--- config.mk ---
export PLATFORM = sky130hd
export DESIGN_NAME = gpio_irq_sense
export DESIGN_NICKNAME = d
export VERILOG_FILES = /design/src/rtl/gis_pkg.sv /design/src/rtl/gis_pin_detect.sv /design/src/rtl/gis_status.sv /design/src/rtl/gpio_irq_sense.sv
export SDC_FILE = /design/constraint.sdc
export NUM_CORES = 1
export LEC_CHECK = 0
export CELL_PAD_IN_SITES_DETAIL_PLACEMENT = 1
export CELL_PAD_IN_SITES_GLOBAL_PLACEMENT = 1
export CORE_AREA = 2 2 175 177
export CTS_CLUSTER_DIAMETER = 200
export DETAILED_ROUTE_END_ITERATION = 10
export DIE_AREA = 0 0 177 179
export HOLD_SLACK_MARGIN = 0.05
export PLACE_DENSITY = 0.86
export SYNTH_ARGS = -nofsm -noshare
export SYNTH_HDL_FRONTEND = slang
export SYNTH_SLANG_ARGS = --single-unit
export TNS_END_PERCENT = 5
--- constraint.sdc ---
create_clock -name clk -period 4.6 [get_ports clk]
set_input_delay 0.92 -clock clk [delete_from_list [all_inputs] [get_ports clk]]
set_output_delay 0.92 -clock clk [all_outputs]
set_load 0.01 [all_outputs]
--- src/rtl/gis_pkg.sv ---
package gis_pkg;
  typedef enum logic [2:0] {
    SNS_RISE = 3'd0,
    SNS_FALL = 3'd1,
    SNS_HIGH = 3'd2,
    SNS_LOW  = 3'd3,
    SNS_BOTH = 3'd4
  } sense_e;

  localparam logic [7:0] OFF_ACCEPT = 8'h14;
  localparam logic [7:0] OFF_EN_SET = 8'h18;
  localparam logic [7:0] OFF_EN_CLR = 8'h1C;
  localparam logic [7:0] OFF_RAW    = 8'h20;
  localparam logic [7:0] OFF_MASKED = 8'h24;
  localparam logic [7:0] OFF_CLEAR  = 8'h28;
  localparam logic [7:0] OFF_SENSE0 = 8'h40;

  // trigger decision for one pin from its code, current and previous level
  function automatic logic sense_hit(logic [2:0] code, logic cur, logic prev);
    case (code)
      SNS_RISE: return cur & ~prev;
      SNS_FALL: return ~cur & prev;
      SNS_HIGH: return cur;
      SNS_LOW:  return ~cur;
      SNS_BOTH: return cur ^ prev;
      default:  return 1'b0;
    endcase
  endfunction
endpackage

--- src/rtl/gis_pin_detect.sv ---
module gis_pin_detect
  import gis_pkg::*;
(
  input  logic       clk,
  input  logic       rst_n,
  input  logic       pin,
  input  logic [2:0] code,
  output logic       evt
);
  logic prev_q;

  // previous-cycle sample for edge comparison
  always_ff @(posedge clk) begin
    if (!rst_n) prev_q <= 1'b0;
    else        prev_q <= pin;
  end

  assign evt = sense_hit(code, pin, prev_q);
endmodule

--- src/rtl/gis_status.sv ---
module gis_status #(
  parameter int NUM_PINS = 32
) (
  input  logic                clk,
  input  logic                rst_n,
  input  logic                acc_we,
  input  logic [NUM_PINS-1:0] acc_wdata,
  input  logic [NUM_PINS-1:0] en_set,
  input  logic [NUM_PINS-1:0] en_clr,
  input  logic [NUM_PINS-1:0] clr,
  input  logic [NUM_PINS-1:0] evt,
  output logic [NUM_PINS-1:0] pend,
  output logic [NUM_PINS-1:0] en,
  output logic [NUM_PINS-1:0] acc
);
  logic [NUM_PINS-1:0] pend_q, en_q, acc_q;
  logic [NUM_PINS-1:0] set_gated;

  assign set_gated = evt & acc_q;

  always_ff @(posedge clk) begin
    if (!rst_n) begin
      pend_q <= '0;
      en_q   <= '0;
      acc_q  <= '0;
    end else begin
      if (acc_we) acc_q <= acc_wdata;
      en_q   <= (en_q | en_set) & ~en_clr;
      pend_q <= (pend_q & ~clr) | set_gated;
    end
  end

  assign pend = pend_q;
  assign en   = en_q;
  assign acc  = acc_q;


  accept_gate_chk: assert property (@(posedge clk) disable iff (!rst_n)
    ((pend_q & ~$past(pend_q) & ~$past(acc_q)) == '0));

  w1c_chk: assert property (@(posedge clk) disable iff (!rst_n)
    ((pend_q & $past(clr & ~evt)) == '0));

  en_set_chk: assert property (@(posedge clk) disable iff (!rst_n)
    (en_set != '0) |=> ((en_q & $past(en_set)) == $past(en_set)));

  en_clr_chk: assert property (@(posedge clk) disable iff (!rst_n)
    (en_clr != '0) |=> ((en_q & $past(en_clr)) == '0));
endmodule

--- src/rtl/gpio_irq_sense.sv ---
module gpio_irq_sense
  import gis_pkg::*;
#(
  parameter int NUM_PINS = 32
) (
  input  logic                clk,
  input  logic                rst_n,
  input  logic                reg_we,
  input  logic [7:0]          reg_addr,
  input  logic [NUM_PINS-1:0] reg_wdata,
  output logic [NUM_PINS-1:0] reg_rdata,
  input  logic [NUM_PINS-1:0] pin_sync,
  output logic                irq_lo,
  output logic                irq_hi
);
  localparam int FIELD_W   = 4;
  localparam int PER_REG   = NUM_PINS / FIELD_W;
  localparam int SENSE_REGS = NUM_PINS / PER_REG;
  localparam int HALF      = NUM_PINS / 2;

  logic [FIELD_W*NUM_PINS-1:0] sense_q;
  logic [NUM_PINS-1:0] evt, pend, en, acc, masked;
  logic wr_acc, wr_en_set, wr_en_clr, wr_clr;

  assign wr_acc    = reg_we && (reg_addr == OFF_ACCEPT);
  assign wr_en_set = reg_we && (reg_addr == OFF_EN_SET);
  assign wr_en_clr = reg_we && (reg_addr == OFF_EN_CLR);
  assign wr_clr    = reg_we && (reg_addr == OFF_CLEAR);

  // sense field registers, eight fields per word
  for (genvar k = 0; k < SENSE_REGS; k++) begin : g_sense
    localparam logic [7:0] MY_OFF = OFF_SENSE0 + 8'(4 * k);
    always_ff @(posedge clk) begin
      if (!rst_n) sense_q[NUM_PINS*k +: NUM_PINS] <= '0;
      else if (reg_we && reg_addr == MY_OFF)
        sense_q[NUM_PINS*k +: NUM_PINS] <= reg_wdata;
    end
  end

  for (genvar n = 0; n < NUM_PINS; n++) begin : g_pin
    gis_pin_detect u_det (
      .clk  (clk),
      .rst_n(rst_n),
      .pin  (pin_sync[n]),
      .code (sense_q[FIELD_W*n +: 3]),
      .evt  (evt[n])
    );
  end

  gis_status #(.NUM_PINS(NUM_PINS)) u_status (
    .clk      (clk),
    .rst_n    (rst_n),
    .acc_we   (wr_acc),
    .acc_wdata(reg_wdata),
    .en_set   (wr_en_set ? reg_wdata : '0),
    .en_clr   (wr_en_clr ? reg_wdata : '0),
    .clr      (wr_clr ? reg_wdata : '0),
    .evt      (evt),
    .pend     (pend),
    .en       (en),
    .acc      (acc)
  );

  assign masked = pend & en;
  assign irq_lo = |masked[HALF-1:0];
  assign irq_hi = |masked[NUM_PINS-1:HALF];

  always_comb begin
    reg_rdata = '0;
    case (reg_addr)
      OFF_ACCEPT: reg_rdata = acc;
      OFF_EN_CLR: reg_rdata = en;
      OFF_RAW:    reg_rdata = pend;
      OFF_MASKED: reg_rdata = masked;
      default: begin
        for (int k = 0; k < SENSE_REGS; k++)
          if (reg_addr == OFF_SENSE0 + 8'(4 * k))
            reg_rdata = sense_q[NUM_PINS*k +: NUM_PINS];
      end
    endcase
  end

  // a raised request holds until a clear or an enable-clear is written
  irq_lo_hold_chk: assert property (@(posedge clk) disable iff (!rst_n)
    (irq_lo && !wr_clr && !wr_en_clr) |=> irq_lo);

  irq_hi_hold_chk: assert property (@(posedge clk) disable iff (!rst_n)
    (irq_hi && !wr_clr && !wr_en_clr) |=> irq_hi);
endmodule

==> flow_summary.toml, run 1 <==
[run_status]
status = "finished, final reports clean"

[setup_path]
crit_path_cell_trace = "clkdlybuf4s50_1 > or4b_4 > nor3b_4 > buf_4 > a22oi_1 > a31oi_1 > clkdlybuf4s50_1"
crit_arrival_ns = 3.61
critPathLaunchType = "input pin"
critPathSlowestCell = "or4b_4"
r2r_start = "g_pin[26].u_det.prev_q"
critPathKind = "input pin to output port"
worstPathRequired_ns = 3.68
cp_common_cell = "clkdlybuf4s50_1"
rrSetupSlack_ns = 3.01
setup.worst_path.end_class = "output port"
path_max_fanout = 12
cp_slowest_stage_delay_ns = 0.62
rr_worst_depth = 5
rr_endpoint = "u_status.pend[26]"

[sta]
fin_ws_ns = 0.06695
setup_violations = 0
maxSlewHeadroom_pct = 36.54
fin_skew_ns = 0.006558
worst_pin_slew_ns = 0.9519
rsz0062_at_grt = "no"
drv_slew = 0
setup_tns_ns = 0
finalCritPeriodShare_pct = 98.54
timing.fmax_mhz = 220.6
fin_crit_ns = 4.533
hold_viol_final = 0

[synthesis]
netlist_area_um2 = 13830
postSynth.asyncResetShare_pct = 0
synth_cells = 1795
yosysSeqAreaShare_pct = 37.04
syn-num-nets = 1934
ys_ff_latch = 256
ys.flop_type = "dfxtp_1"
synth_edf_count = 0
synthDistinctLibCells = 51
synth_warnings = 0
avgSynthCellArea_um2 = 7.707

[global_routing]
track_usage_pct = 33.74
grt_pass1_wl_um = 82500
grt_max_degree = 146
first_global_vias = 14699
antenna_found_initial = 1
grt_overflow_total = 0

[clocking]
cts_tree = "yes"
clk_latency_ns = 0.55
htreeDepth = 1
clk_pin_slew_ns = 0.06
cts_sinks = 256
numCtsBuffers = 29
clock-root-buffer = "clkbuf_16"
cts_buffer_depth = 3

[power]
leakagePower_nw = 5.865
pwr-share-seq_pct = 44.1
vdd_drop_max_uv = 241.1
switching_power_mw = 1.220
powerDensity_nw_per_um2 = 311.6
total_power_mw = 5.089
combPwrFrac_pct = 7.3
p_clk_share_pct = 48.6
switching_share_pct = 23.98
internal-power_mw = 3.869

[routing]
vias = 14189
drt-total-wl_um = 53690
antenna_left = 0
dr.pass1.iters = 5
drt-initial-drc-count = 1299
drc = 0
via_per_inst = 6.264
wl_per_cell_um = 23.71

[die]
initial_core_util_pct = 46.07
fp-row-count = 64
die-area_um2 = 31680
die_h_um = 179
core_area_um2 = 30030
pin_count = 109
die_w_um = 177

[final_layout]
drive_above_1_share_pct = 6.956
diodes = 0
final_area_um2 = 16330
finish.net_count = 1988
area_delta_synth_final_pct = 18.04

[place]
io_buffers = 108
pre_cts_ws_ns = 0.07271
placed_area_um2 = 15320
dp_hpwl_um = 36660
gp_congestion = 0.8879

[min_path]
holdPathEnd = "sense_q[63]"
whs_path_depth = 2
worstHoldStart = "sense_q[63]"
hp-class = "flip-flop to flip-flop"

[run]
max_cap_violations = 0
[per-stage QoR]
stage / std cells / hold WS [ns] / utilization (%)
floorplan: 1795 / 0.4318 / -
global placement: 2214 / 0.4404 / 51.01
detailed placement: 2214 / 0.4507 / 51.01
CTS: 2265 / 0.4598 / 54.34
global route: 2265 / 0.4812 / 54.38
finish: 2265 / 0.4622 / 54.38
[registers in the layout (all words and copies together) (netlist names)]
name,flops
u_status.en,32
sense_q,128
u_status.acc,32
g_pin.u_det.prev_q,32
u_status.pend,32
[critical path, delay by kind of cell]
| family | cells | cell delay (ns) |
|---|---|---|
| simple gates | 2 | 0.85 |
| buf+inv | 3 | 1.41 |
| compound gates | 2 | 0.42 |
[cell usage after synthesis (10+ instances only)]
library cell | instances | area share [%]
dfxtp_1 | 256 | 37
nand2b_1 | 161 | 7.3
nor2_1 | 40 | 1.1
o21ai_0 | 58 | 2.1
buf_2 | 70 | 2.5
a31oi_1 | 23 | 1.0
and3_1 | 29 | 1.3
a22o_1 | 10 | 0.63
inv_1 | 98 | 2.7
a221oi_1 | 31 | 2.0
o31ai_1 | 32 | 1.7
a211oi_1 | 68 | 3.7
ha_1 | 64 | 5.8
mux2i_1 | 27 | 2.0
clkbuf_1 | 64 | 1.7
a21oi_1 | 256 | 9.3
nor3_1 | 37 | 1.3
a22oi_1 | 26 | 1.4
o2bb2ai_1 | 23 | 1.5
nand2_1 | 353 | 9.6
[layout by cell type (no fill, tap or decap), types with 3 or more instances in the layout]
master and count:
a21oi_1 256, o211ai_1 3, nand4_1 4, clkbuf_16 29, nand2b_1 161, bufinv_16 5, a22oi_1 26, a21o_1 4
clkbuf_8 4, mux2i_1 27, and3_1 29, o21ai_0 58, nor2_1 39, nand3_1 4, buf_12 6, o2bb2ai_1 23
a31oi_1 22, nand2_1 353, nor3_1 36, clkinv_2 10, buf_4 49, o31ai_1 32, mux2_2 3, nor2b_1 4
dfxtp_1 256, a211oi_1 68, ha_1 64, o22ai_1 5, a221oi_1 31, a22o_1 10, a311o_1 4, clkdlybuf4s50_1 105
inv_1 97
[final cells by class]
type,instances,area (um^2)
sequential,256,5125
timing repair buffer,164,1573
inverter,98,375.4
clock inverter,17,215.2
tap,396,495.5
clock buffer,34,784.5
multi-input combinational,1300,7762
fill,3636,13700
[routing by layer]
metal / vias to the layer above / track usage, % / wire, um / share of wire (%)
met5: - / 0 / 16 / 0.030
met4: 2 / 13.98 / 2372 / 4.4
met3: 159 / 6.722 / 4463 / 8.3
met2: 654 / 56.45 / 25050 / 47
met1: 7036 / 42.41 / 21790 / 41
li1: 6338 / - / - / -
[how the worst max path moves through the flow]
| stage | start | to | slack, ns | cells after the start |
|---|---|---|---|---|
| 2_1_floorplan | reg_addr[3] | reg_rdata[24] | 1.26 | 7 |
| 3_3_place_gp | reg_addr[4] | reg_rdata[9] | 0.15 | 7 |
| 3_5_place_dp | reg_addr[4] | reg_rdata[9] | 0.07 | 7 |
| 4_1_cts | reg_addr[4] | reg_rdata[1] | 0.002 | 7 |
| 5_1_grt | reg_addr[7] | reg_rdata[15] | 0.001 | 7 |
| 6_report | reg_addr[7] | reg_rdata[15] | 0.07 | 7 |
[power groups by stage]
| stage | clock network [mW] | logic, mW | registers [mW] |
|---|---|---|---|
| after floorplan | 0 | 0.194 | 2.29 |
| after global placement | 0 | 0.347 | 2.29 |
| after detailed placement | 0 | 0.362 | 2.29 |
| after CTS | 2.49 | 0.366 | 2.25 |
| after global routing | 2.58 | 0.400 | 2.25 |
| final | 2.47 | 0.372 | 2.25 |
[kinds of logic (layout without fill, tap and decap cells)]
logic type,after synthesis,count (layout),share of synthesized area [%]
AOI/OAI and AO/OA,551,551,24.70
adders and majority gates,64,64,5.788
buffers and inverters,239,313,7.172
DFF,256,256,37.04
muxes,32,32,2.523
and+or+nand+nor,653,653,22.77
[timing repair]
| action | 4_1_cts | 5_1_grt |
|---|---|---|
| endpoints found under the setup margin | 0 | 6 |
| gates resized for setup | 0 | 3 |
| hold buffers | 0 | 0 |
| setup buffers | 0 | 0 |
Note: power is estimated with default switching activity, not from simulation.
==> run 2: changes to the inputs <==
CORE_AREA = 2 2 149 209   (was 2 2 175 177)
DIE_AREA = 0 0 151 211   (was 0 0 177 179)
PLACE_DENSITY = 0.85   (was 0.86)
==> flow_summary.toml, run 2 (synthesized netlist as in run 1, its figures left out) <==
[place]
gp_congestion = 0.9272
dp_hpwl_um = 37410
io_buffers = 108

[sta]
maxSlewHeadroom_pct = 41.92
timing.fmax_mhz = 222.2
setup_violations = 0
fin_crit_ns = 4.500
drv_slew = 0
setup_tns_ns = 0
fin_skew_ns = 0.006530
finalCritPeriodShare_pct = 97.82
hold_viol_final = 0
rsz0062_at_grt = "no"
worst_pin_slew_ns = 0.8712

[final_layout]
drive_above_1_share_pct = 6.126
top_register = "sense_q"
area_delta_synth_final_pct = 17.11
largest_register_ffs = 128
finish.net_count = 1979
diodes = 0
mostFrequentLayoutCells = "nand2_1, a21oi_1, dfxtp_1"
final_common_cell = "nand2_1"

[die]
core_area_um2 = 29840
die_h_um = 211
initial_core_util_pct = 46.36
die-area_um2 = 31860
die_w_um = 151
fp-row-count = 75
pin_count = 109

[routing]
drt-initial-drc-count = 1005
wl_per_cell_um = 23.83
dr.pass1.iters = 7
antenna_left = 0
drt-total-wl_um = 53520
vias = 13988
via_per_inst = 6.228
drc = 0

[setup_path]
r2r_start = "sense_q[106]"
path_max_fanout = 28
critPathLaunchType = "input pin"
worstPathRequired_ns = 3.68
crit_arrival_ns = 3.58
setup.worst_path.end_class = "output port"
startpoint = "reg_addr[5]"
critPathKind = "input pin to output port"

[clocking]
cts_tree = "yes"
cts_hold_buffers = 0
cts_sinks = 256
clock-root-buffer = "clkbuf_16"
clk_pin_slew_ns = 0.06
cts_buffer_depth = 3
clk_latency_ns = 0.55
numCtsBuffers = 28
htreeDepth = 1

[global_routing]
grt_max_degree = 136
first_global_vias = 14491
grt_overflow_total = 0
antenna_found_initial = 0
grt_pass1_wl_um = 81730
track_usage_pct = 33.44

[min_path]
worstHoldStart = "sense_q[23]"
hp-class = "flip-flop to flip-flop"

[power]
powerDensity_nw_per_um2 = 302.3
leakagePower_nw = 5.790
total_power_mw = 4.897
vdd_drop_max_uv = 259.5

[run_status]
status = "finished, final reports clean"

[run]
max_cap_violations = 0
==> run 2: layer usage <==
layer,track usage (%),up-vias,routed length [um]
met4,26.75,0,5148
met5,0,-,0
met1,38.28,6866,20150
met3,4.233,213,3288
li1,-,6305,-
met2,55.53,604,24930
==> run 2: path summary, 6_finish.rpt <==
check,endpoint,slack [ns],cells after the start
max,reg_rdata[14],0.10,8
min,sense_q[23],0.46,2
max reg2reg,u_status.pend[26],2.98,4
min reg2reg,sense_q[23],0.46,2
==> run 2: power by group <==
group          switching [mW]  internal, mW  total, mW
Sequential             0.0113          2.23       2.25
Clock                   0.954          1.32       2.27
Combinational           0.232         0.146      0.379
==> run 2: worst max-delay path, stage by stage <==
cell and delay (ns):
clkdlybuf4s50_1 0.43, buf_4 0.17, or4b_4 0.58, nor3_4 0.17, buf_12 0.23, a221oi_1 0.10, a31oi_1 0.36, clkdlybuf4s50_1 0.62
==> run 2: cell type report <==
cell class,instances,area [um^2]
clock buffers,41,800.8
well taps,385,481.7
clock inverters,10,110.1
repair buffers,156,1546
fillers,3714,13640
flip-flops and latches,256,5125
inverters,98,375.4
multi-input cells,1300,7762
==> run 2: repair_timing <==
action,in CTS,in global routing
resized for setup,0,2
setup buffers,0,0
endpoints found under the setup margin,0,2
==> run 2: through the flow <==
stage | worst slack, ns | std cells | instance area [um^2] | util (%) | hold WS (ns)
2_1_floorplan | 1.265 | 1795 | 13830 | - | 0.4318
5_1_grt | 0.05377 | 2246 | 16200 | 54.29 | 0.4740
4_1_cts | 0.05045 | 2246 | 16190 | 54.26 | 0.4571
3_5_place_dp | 0.07942 | 2195 | 15280 | 51.21 | 0.4487
6_report | 0.1004 | 2246 | 16200 | 54.29 | 0.4562
3_3_place_gp | 0.1099 | 2195 | 15280 | 51.21 | 0.4398
